$ cat src/rtl/aou_pkg.sv
// Shared field positions and control types for the accumulator operate unit.
// Assumes a 9-bit operate field with the group selector in the top bit.
package aou_pkg;
    localparam int OP_W      = 9;
    localparam int B_GROUP   = 8;
    // group 1 bits
    localparam int B_CLR_AC  = 7;
    localparam int B_CLR_LNK = 6;
    localparam int B_CMP_AC  = 5;
    localparam int B_CMP_LNK = 4;
    localparam int B_ROT_HI  = 3;
    localparam int B_ROT_LO  = 1;
    localparam int B_INC     = 0;
    // group 2 bits
    localparam int B_T_NEG   = 6;
    localparam int B_T_ZERO  = 5;
    localparam int B_T_LINK  = 4;
    localparam int B_INVERT  = 3;

    localparam logic [2:0] ROT_NONE = 3'b000;
    localparam logic [2:0] ROT_L1   = 3'b100;
    localparam logic [2:0] ROT_R1   = 3'b010;
    localparam logic [2:0] ROT_L2   = 3'b101;
    localparam logic [2:0] ROT_R2   = 3'b011;

    typedef struct packed {
        logic       clr_ac;
        logic       clr_lnk;
        logic       cmp_ac;
        logic       cmp_lnk;
        logic [2:0] rot;
        logic       inc;
    } alter_ctl_t;

    typedef struct packed {
        logic clr_ac;
        logic t_neg;
        logic t_zero;
        logic t_link;
        logic invert;
    } test_ctl_t;
endpackage

$ cat src/rtl/aou_decode.sv
// Splits the operate field into the group flag and per-group control bundles.
// Assumes the field layout in aou_pkg; pure combinational.
module aou_decode
    import aou_pkg::*;
(
    input  logic [OP_W-1:0] op,
    output logic            is_test,
    output alter_ctl_t      alter_ctl,
    output test_ctl_t       test_ctl
);
    // Map raw field bits onto named controls.
    always_comb begin
        is_test           = op[B_GROUP];
        alter_ctl.clr_ac  = op[B_CLR_AC];
        alter_ctl.clr_lnk = op[B_CLR_LNK];
        alter_ctl.cmp_ac  = op[B_CMP_AC];
        alter_ctl.cmp_lnk = op[B_CMP_LNK];
        alter_ctl.rot     = op[B_ROT_HI:B_ROT_LO];
        alter_ctl.inc     = op[B_INC];
        test_ctl.clr_ac   = op[B_CLR_AC];
        test_ctl.t_neg    = op[B_T_NEG];
        test_ctl.t_zero   = op[B_T_ZERO];
        test_ctl.t_link   = op[B_T_LINK];
        test_ctl.invert   = op[B_INVERT];
    end
endmodule

$ cat src/rtl/aou_alter.sv
// Group 1 datapath: clear, complement, rotate, increment on {link, acc}.
// Steps run strictly in that order; unused rotate codes do nothing.
module aou_alter
    import aou_pkg::*;
#(
    parameter int DATA_W = 12
) (
    input  alter_ctl_t        ctl,
    input  logic [DATA_W-1:0] ac_in,
    input  logic              link_in,
    output logic [DATA_W-1:0] ac_out,
    output logic              link_out
);
    localparam int WORD_W   = DATA_W + 1;
    localparam int MAX_ROT  = 2;

    logic [DATA_W-1:0] ac_pre;
    logic              lnk_pre;
    logic              rot_left;
    int                rot_amt;
    logic [WORD_W-1:0] word;

    // Rotate the combined word by one place in the chosen direction.
    function automatic logic [WORD_W-1:0] rot_one(input logic [WORD_W-1:0] w,
                                                   input logic left);
        if (left) return {w[WORD_W-2:0], w[WORD_W-1]};
        else      return {w[0], w[WORD_W-1:1]};
    endfunction

    // Clear then complement stage.
    always_comb begin
        ac_pre  = ctl.clr_ac  ? '0   : ac_in;
        lnk_pre = ctl.clr_lnk ? 1'b0 : link_in;
        if (ctl.cmp_ac)  ac_pre  = ~ac_pre;
        if (ctl.cmp_lnk) lnk_pre = ~lnk_pre;
    end

    // Decode the rotate code into direction and distance.
    always_comb begin
        rot_left = 1'b0;
        rot_amt  = 0;
        case (ctl.rot)
            ROT_L1:  begin rot_left = 1'b1; rot_amt = 1; end
            ROT_R1:  begin rot_left = 1'b0; rot_amt = 1; end
            ROT_L2:  begin rot_left = 1'b1; rot_amt = 2; end
            ROT_R2:  begin rot_left = 1'b0; rot_amt = 2; end
            default: begin rot_left = 1'b0; rot_amt = 0; end
        endcase
    end

    // Rotate stages followed by the optional increment.
    always_comb begin
        word = {lnk_pre, ac_pre};
        for (int s = 0; s < MAX_ROT; s++) begin
            if (s < rot_amt) word = rot_one(word, rot_left);
        end
        if (ctl.inc) word = word + {{(WORD_W-1){1'b0}}, 1'b1};
        ac_out   = word[DATA_W-1:0];
        link_out = word[WORD_W-1];
    end
endmodule

$ cat src/rtl/aou_test.sv
// Group 2 datapath: ORed condition tests with optional inversion,
// accumulator clear applied after the tests; link passes through.
module aou_test
    import aou_pkg::*;
#(
    parameter int DATA_W = 12
) (
    input  test_ctl_t         ctl,
    input  logic [DATA_W-1:0] ac_in,
    input  logic              link_in,
    output logic [DATA_W-1:0] ac_out,
    output logic              link_out,
    output logic              skip
);
    logic any_hit;

    // Evaluate conditions on the incoming values, then clear.
    always_comb begin
        any_hit  = (ctl.t_neg  & ac_in[DATA_W-1])
                 | (ctl.t_zero & ~(|ac_in))
                 | (ctl.t_link & link_in);
        skip     = any_hit ^ ctl.invert;
        ac_out   = ctl.clr_ac ? '0 : ac_in;
        link_out = link_in;
    end
endmodule

$ cat src/rtl/accum_op_unit.sv
// Top: decodes the operate field, runs the selected group and registers
// the results one cycle after start. Assumes inputs valid with start_i.
module accum_op_unit
    import aou_pkg::*;
#(
    parameter int DATA_W = 12
) (
    input  logic              clk,
    input  logic              rst_n,
    input  logic              start_i,
    input  logic [OP_W-1:0]   op_i,
    input  logic [DATA_W-1:0] ac_i,
    input  logic              link_i,
    output logic [DATA_W-1:0] ac_o,
    output logic              link_o,
    output logic              skip_o,
    output logic              done_o
);
    logic              is_test;
    alter_ctl_t        alter_ctl;
    test_ctl_t         test_ctl;
    logic [DATA_W-1:0] alt_ac, tst_ac, nxt_ac;
    logic              alt_lnk, tst_lnk, nxt_lnk, tst_skip, nxt_skip;

    aou_decode u_dec (
        .op        (op_i),
        .is_test   (is_test),
        .alter_ctl (alter_ctl),
        .test_ctl  (test_ctl)
    );

    aou_alter #(.DATA_W(DATA_W)) u_alt (
        .ctl      (alter_ctl),
        .ac_in    (ac_i),
        .link_in  (link_i),
        .ac_out   (alt_ac),
        .link_out (alt_lnk)
    );

    aou_test #(.DATA_W(DATA_W)) u_tst (
        .ctl      (test_ctl),
        .ac_in    (ac_i),
        .link_in  (link_i),
        .ac_out   (tst_ac),
        .link_out (tst_lnk),
        .skip     (tst_skip)
    );

    // Select the active group's results.
    always_comb begin
        nxt_ac   = is_test ? tst_ac   : alt_ac;
        nxt_lnk  = is_test ? tst_lnk  : alt_lnk;
        nxt_skip = is_test ? tst_skip : 1'b0;
    end

    // Result registers, loaded only on start.
    always_ff @(posedge clk) begin
        if (!rst_n) begin
            ac_o   <= '0;
            link_o <= 1'b0;
            skip_o <= 1'b0;
            done_o <= 1'b0;
        end else begin
            done_o <= start_i;
            if (start_i) begin
                ac_o   <= nxt_ac;
                link_o <= nxt_lnk;
                skip_o <= nxt_skip;
            end
        end
    end
endmodule

$ cat config.mk
export PLATFORM = sky130hd
export DESIGN_NAME = accum_op_unit
export DESIGN_NICKNAME = d
export VERILOG_FILES = /design/src/rtl/aou_pkg.sv /design/src/rtl/aou_decode.sv /design/src/rtl/aou_alter.sv /design/src/rtl/aou_test.sv /design/src/rtl/accum_op_unit.sv
export SDC_FILE = /design/constraint.sdc
export NUM_CORES = 1
export LEC_CHECK = 0
export ABC_AREA = 1
export CORE_MARGIN = 2
export CORE_UTILIZATION = 54
export CTS_CLUSTER_DIAMETER = 100
export CTS_CLUSTER_SIZE = 16
export DETAILED_ROUTE_END_ITERATION = 7
export PLACE_DENSITY = 0.83
export REMOVE_ABC_BUFFERS = 1
export SLEW_MARGIN = 20
export SYNTH_ARGS = -nofsm -noshare
export SYNTH_HDL_FRONTEND = slang
export SYNTH_HIERARCHICAL = 1
export SYNTH_SLANG_ARGS = --single-unit
export TNS_END_PERCENT = 100
$ cat constraint.sdc
create_clock -name clk -period 2.36 [get_ports clk]
set_input_delay 0.236 -clock clk [delete_from_list [all_inputs] [get_ports clk]]
set_output_delay 0.236 -clock clk [all_outputs]
set_load 0.03 [all_outputs]
== Word-level counts from Yosys, hierarchy flattened ==
Cells that the tools add are included.
Storage, ports and cells
  bits in registers: 15
  input port bits: 25
  logic and storage cells: 38
Operators by class
  add/sub/neg operators: 1
  magnitude comparators: 2
  equal/unequal tests: 4
  mux-type cells: 14
  bitwise operators: 9
  reduce and logical (&&, ||, !) cells: 4
Operators with widths (count)
  $mux W13: 5
  $mux W12: 3
  $add A13 B1 Y13 const B: 1
  $not A12 Y12: 1
  $reduce_or A12 Y1: 1
  $eq A3 B2 Y1 const B: 2
  $eq A3 B3 Y1 const B: 2
  $reduce_or A2 Y1: 3
  $mux W1: 5
  $lt A1 B2 Y1 const A: 2
  $pmux W2 S2: 1
  $and A1 B1 Y1: 3
  $not A1 Y1: 2
  $or A1 B1 Y1: 2
  $xor A1 B1 Y1: 1

== Depth between registers and ports, before layout ==
  depth in word-level cells: 10
  mapped depth: 23

== Modules after synthesis ==
Netlist, hierarchy kept.
By module, submodules not included
  aou_alter: times used 1, cells an instance 256, area an instance 1275.0 um^2
  accum_op_unit: times used 1, cells an instance 118, area an instance 762.0 um^2
  aou_test: times used 1, cells an instance 47, area an instance 182.7 um^2
  aou_decode: times used 1, cells an instance 14, area an instance 105.1 um^2

== Least setup slack after synthesis ==
No wires, ideal clock.
  path kind: input to register
  start point: in op_i[7]
  end point: reg ac_o[8]
  library setup time: 0.117 ns
  arrival time: 2.049 ns
  required time: 2.243 ns
  path slack: 0.194 ns
  stages on the path: 20
  path through: buf_4 inv_1 buf_2 nand3_1 nand2_1 inv_1 nand2_1 nand2_1 o21ai_2 nand2_1 inv_1 ha_1 nand3_2 nor2_4 nand2_1 xor2_1 inv_1 nor2_1 nor2_1 nor2_1
On the way
  word-level cells in the longest chain between the ends: 10
RTL lines
  start: declaration: line accum_op_unit.sv:11  | input logic [OP_W-1:0] op_i,
  $mux W12 *: line aou_alter.sv:32  | ac_pre = ctl.clr_ac ? '0 : ac_in;
  $not A12 Y12: line aou_alter.sv:34  | if (ctl.cmp_ac) ac_pre = ~ac_pre;
  $mux W12 *: line aou_alter.sv:34
  $mux W13: line aou_alter.sv:26  | if (left) return {w[WORD_W-2:0], w[WORD_W-1]};
  $mux W13 *: line aou_alter.sv:55  | if (s < rot_amt) word = rot_one(word, rot_left);
  $mux W13: line aou_alter.sv:26
  $mux W13 *: line aou_alter.sv:55
  $add A13 B1 Y13: line aou_alter.sv:57  | if (ctl.inc) word = word + {{(WORD_W-1){1'b0}}, 1'b1};
  $mux W13 *: line aou_alter.sv:57
  named net alt_ac[8]: line accum_op_unit.sv:22  | logic [DATA_W-1:0] alt_ac, tst_ac, nxt_ac;
  $mux W12 *: line accum_op_unit.sv:51  | nxt_ac = is_test ? tst_ac : alt_ac;
  end signal: assignment: line accum_op_unit.sv:66  | ac_o <= nxt_ac;
  end: declaration: line accum_op_unit.sv:14  | output logic [DATA_W-1:0] ac_o,
Mark *: on every way through the listed nets, which the timed path passes. The rest lies on a longest branch.
A chain may end at the register's enable or synchronous reset.

== Worst setup path after layout ==
  start point: in ac_i[11]
  end point: reg link_o
On the way
  word-level cells in the longest chain between the ends: 10
RTL lines
  start: declaration: line accum_op_unit.sv:12  | input logic [DATA_W-1:0] ac_i,
  $mux W12 *: line aou_alter.sv:32
  $not A12 Y12: line aou_alter.sv:34
  $mux W12 *: line aou_alter.sv:34
  $mux W13: line aou_alter.sv:26
  $mux W13 *: line aou_alter.sv:55
  $mux W13: line aou_alter.sv:26
  $mux W13 *: line aou_alter.sv:55
  $add A13 B1 Y13: line aou_alter.sv:57
  $mux W13 *: line aou_alter.sv:57
  named net alt_lnk: line accum_op_unit.sv:23  | logic alt_lnk, tst_lnk, nxt_lnk, tst_skip, nxt_skip;
  $mux W1 *: line accum_op_unit.sv:52  | nxt_lnk = is_test ? tst_lnk : alt_lnk;
  end signal: assignment: line accum_op_unit.sv:67  | link_o <= nxt_lnk;
  end: declaration: line accum_op_unit.sv:15  | output logic link_o,
Marks and branches as above.

==> impl_metrics.tcl <==
set metrics [dict create \
    grt_max_degree 29 \
    clockBufferDepth 2 \
    grt_pass1_wl_microns 11820 \
    yosysWarnings 6 \
    synth-simple-area-share 0.5614 \
    ys_seq_elements 15 \
    ys.flop_type "dfxtp_1" \
    peakVddDrop_v 0.0001948 \
    cts_hold_buf 0 \
    synth_edf_count 0 \
    htreeDepth 1 \
    wirelength_microns 7857 \
    required_ns 2.53 \
    critPathBufInv 3 \
    clock_sinks 15 \
    pre_cts_ws_ns -0.4086 \
    drive_gt1_frac 0.2357 \
    final_cells 576 \
    fin_nets 553 \
    fin_area_sq_mm 0.003282 \
    clock_skew_ns 0 \
    clkLatencyLatePin_ns 0.25 \
    io_pins 40 \
    max_cap_viol_count 0 \
    drtIter0Drc 418 \
    coreArea_sq_mm 0.004058 \
    wl_per_cell_microns 13.64 \
    dieWidth_microns 69.61 \
    placed_cells 565 \
    syn_area_sq_mm 0.002325 \
    synthDistinctLibCells 29 \
    vias 3186 \
    start_util 0.5729 \
    synth_xor_area_frac 0.04144 \
    synth-adder-area-share 0.005382 \
    cp_top_family "simple AND/OR/NAND/NOR gates" \
    cp_common_cell "nand2_1" \
    dp_hpwl_microns 5324 \
    dr.pass1.iters 8 \
    tightest_slew_ns 0.3920 \
    track_usage 0.2919 \
    die_h_microns 69.61 \
    vias_per_cell 5.531 \
    p_leak_nw 1.856 \
    placed_area_sq_mm 0.003100 \
    slew_headroom 0.7379 \
    avgSynthCellArea_sq_um 5.344 \
    cp.arrival_ns 2.60 \
    drv_slew 0 \
    max_freq_mhz 411.8 \
    cpPeakStageDelay_ns 0.53 \
    setup-violations-final 2 \
    synth_top_family_by_area "simple AND/OR/NAND/NOR gates" \
    hold_path.class "flop to flop" \
    path_clk_slew_ns 0.06 \
    syn_to_final_growth_pct 41.17 \
    path_max_fanout 6 \
    end_kind "flop" \
    cts_buffers 3 \
    final_hold_viol_count 0 \
    portBuffers 39 \
    critPathKind "input port to flop" \
    violations "negative setup slack" \
    gr-total-overflow 0 \
    synth_mux_area_frac 0 \
    antenna_found_initial 0 \
    start_kind "input port" \
    row_count 23 \
    crit_chain "clkdlybuf4s50_1 > nand2_1 > xor2_2 > nand2_1 > nand3_2 > nand2_1 > inv_2 > ha_4 > nand3_4 > nor2_4 > nand4_1 > nand2_1 > inv_1 > nor2_1 > nor2_2 > nor2_1" \
    setup_ws_ns -0.06836 \
    num_antenna_cells 0 \
    die-area_sq_mm 0.004846 \
    drtAntennaViolNets 0 \
    synth-compound-area-share 0.06512 \
    pwr_density_cell_mw_per_mm2 394.1 \
    cts_tree "done" \
    synthArstFlopShare 0 \
    synth-seq-area-share 0.1292 \
    grt_pass1_vias 2765 \
    period_share 1.029 \
    hold-worst-slack_ns 0.4792 \
    period_needed_ns 2.428 \
    ctsRootBufferMaster "clkbuf_8" \
    route.detailed.drc 0 \
    gp_congestion 0.8811 \
    syn_inst 435 \
    critPathSlowestCell "clkdlybuf4s50_1" \
    outcome "finished with violations" \
]
==> through the flow <==
step | TNS [ns] | power [W] | util
4_1_cts | 0 | 0.001229 | 0.7826
3_5_place_dp | -3.616 | 0.001014 | 0.7641
6_report | -0.08175 | 0.001293 | 0.8088
3_3_place_gp | -2.790 | 0.0009926 | 0.7641
5_1_grt | -0.8246 | 0.001377 | 0.8088
2_1_floorplan | 0 | 0.0006820 | -
==> state kept, by name (all words and copies together), names as in the netlist <==
name / flops
skip_o: 1
link_o: 1
ac_o: 12
done_o: 1
==> cells in the mapped netlist, types with 3 or more instances <==
master	count	area (sq um)
buf_4	17	127.6
a21oi_1	3	15.01
nand3_2	3	30.03
nor2_1	63	236.5
nor2_2	3	18.77
dfxtp_1	15	300.3
nand4_1	8	50.05
buf_2	8	40.04
nand2_2	4	25.02
xor2_1	9	78.83
nand3_1	42	210.2
o21ai_0	15	75.07
nand2_1	165	619.3
nor2_4	5	56.30
inv_1	52	195.2
buf_6	4	45.04
o21ai_2	3	26.28
==> power breakdown <==
part	total (W)	switching [W]	leakage, nW	internal, W
clock	0.000209	0.0000895	0.0228	0.000120
sequential	0.000282	0.00000931	0.124	0.000273
combinational	0.000801	0.000455	1.71	0.000347
==> cell type report <==
cell class / instances / area [sq um]
Multi-Input combinational cell: 334 / 1633
Timing Repair Buffer: 117 / 1015
Fill cell: 284 / 775.7
Sequential cell: 15 / 300.3
Inverter: 55 / 219.0
Tap cell: 50 / 62.56
Clock buffer: 4 / 45.04
Timing Repair inverter: 1 / 7.507
==> logic make-up after synthesis <==
| group | Yosys count |
|---|---|
| fa+ha+maj | 1 |
| flops | 15 |
| buf+inv | 86 |
| simple gates | 297 |
| compound gates | 25 |
| xor+xnor | 11 |
==> timing repair <==
action,in CTS,in global routing
buffers inserted,1,5
gates cloned,1,0
endpoints found under the setup margin,10,10
pin swaps,3,11
gates resized for setup,10,25
==> cells in the final DEF (no fill, tap or decap), types with 2 or more instances in the layout <==
cell             instances
nand2_1                161
buf_4                   74
nor2_1                  61
inv_1                   48
nand3_1                 40
clkdlybuf4s50_1         29
o21ai_0                 15
dfxtp_1                 15
nand2_2                  8
xor2_1                   8
nand4_1                  8
dlymetal6s2s_1           7
nor2_2                   5
nor2_4                   5
inv_2                    4
nand3_2                  4
clkbuf_8                 3
a21oi_1                  3
clkbuf_2                 2
buf_6                    2
nor2_8                   2
clkinv_4                 2
o21ai_2                  2
buf_12                   2
==> worst min-delay path: stages, from the launching register on <==
cell	delay [ns]
dfxtp_1	0.31
nand3b_1	0.07
o21ai_1	0.05
==> metal layers <==
layer / GRT usage / vias up / part of all wire
li1: - / 1500 / -
met1: 0.3506 / 1414 / 0.38
met2: 0.5395 / 223 / 0.49
met3: 0.02762 / 49 / 0.089
met4: 0.09829 / 0 / 0.045
met5: 0 / - / 0
==> final timing paths <==
kind              cells after the start                 from  slack, ns                   to
setup / recovery                     16             ac_i[11]      -0.07  link_o$_SDFFE_PN0P_
hold / removal                        2  skip_o$_SDFFE_PN0P_       0.48  skip_o$_SDFFE_PN0P_
setup reg to reg                      2  link_o$_SDFFE_PN0P_       1.60  link_o$_SDFFE_PN0P_
hold reg to reg                       2  skip_o$_SDFFE_PN0P_       0.48  skip_o$_SDFFE_PN0P_
Note: power is estimated with default switching activity, not from simulation.
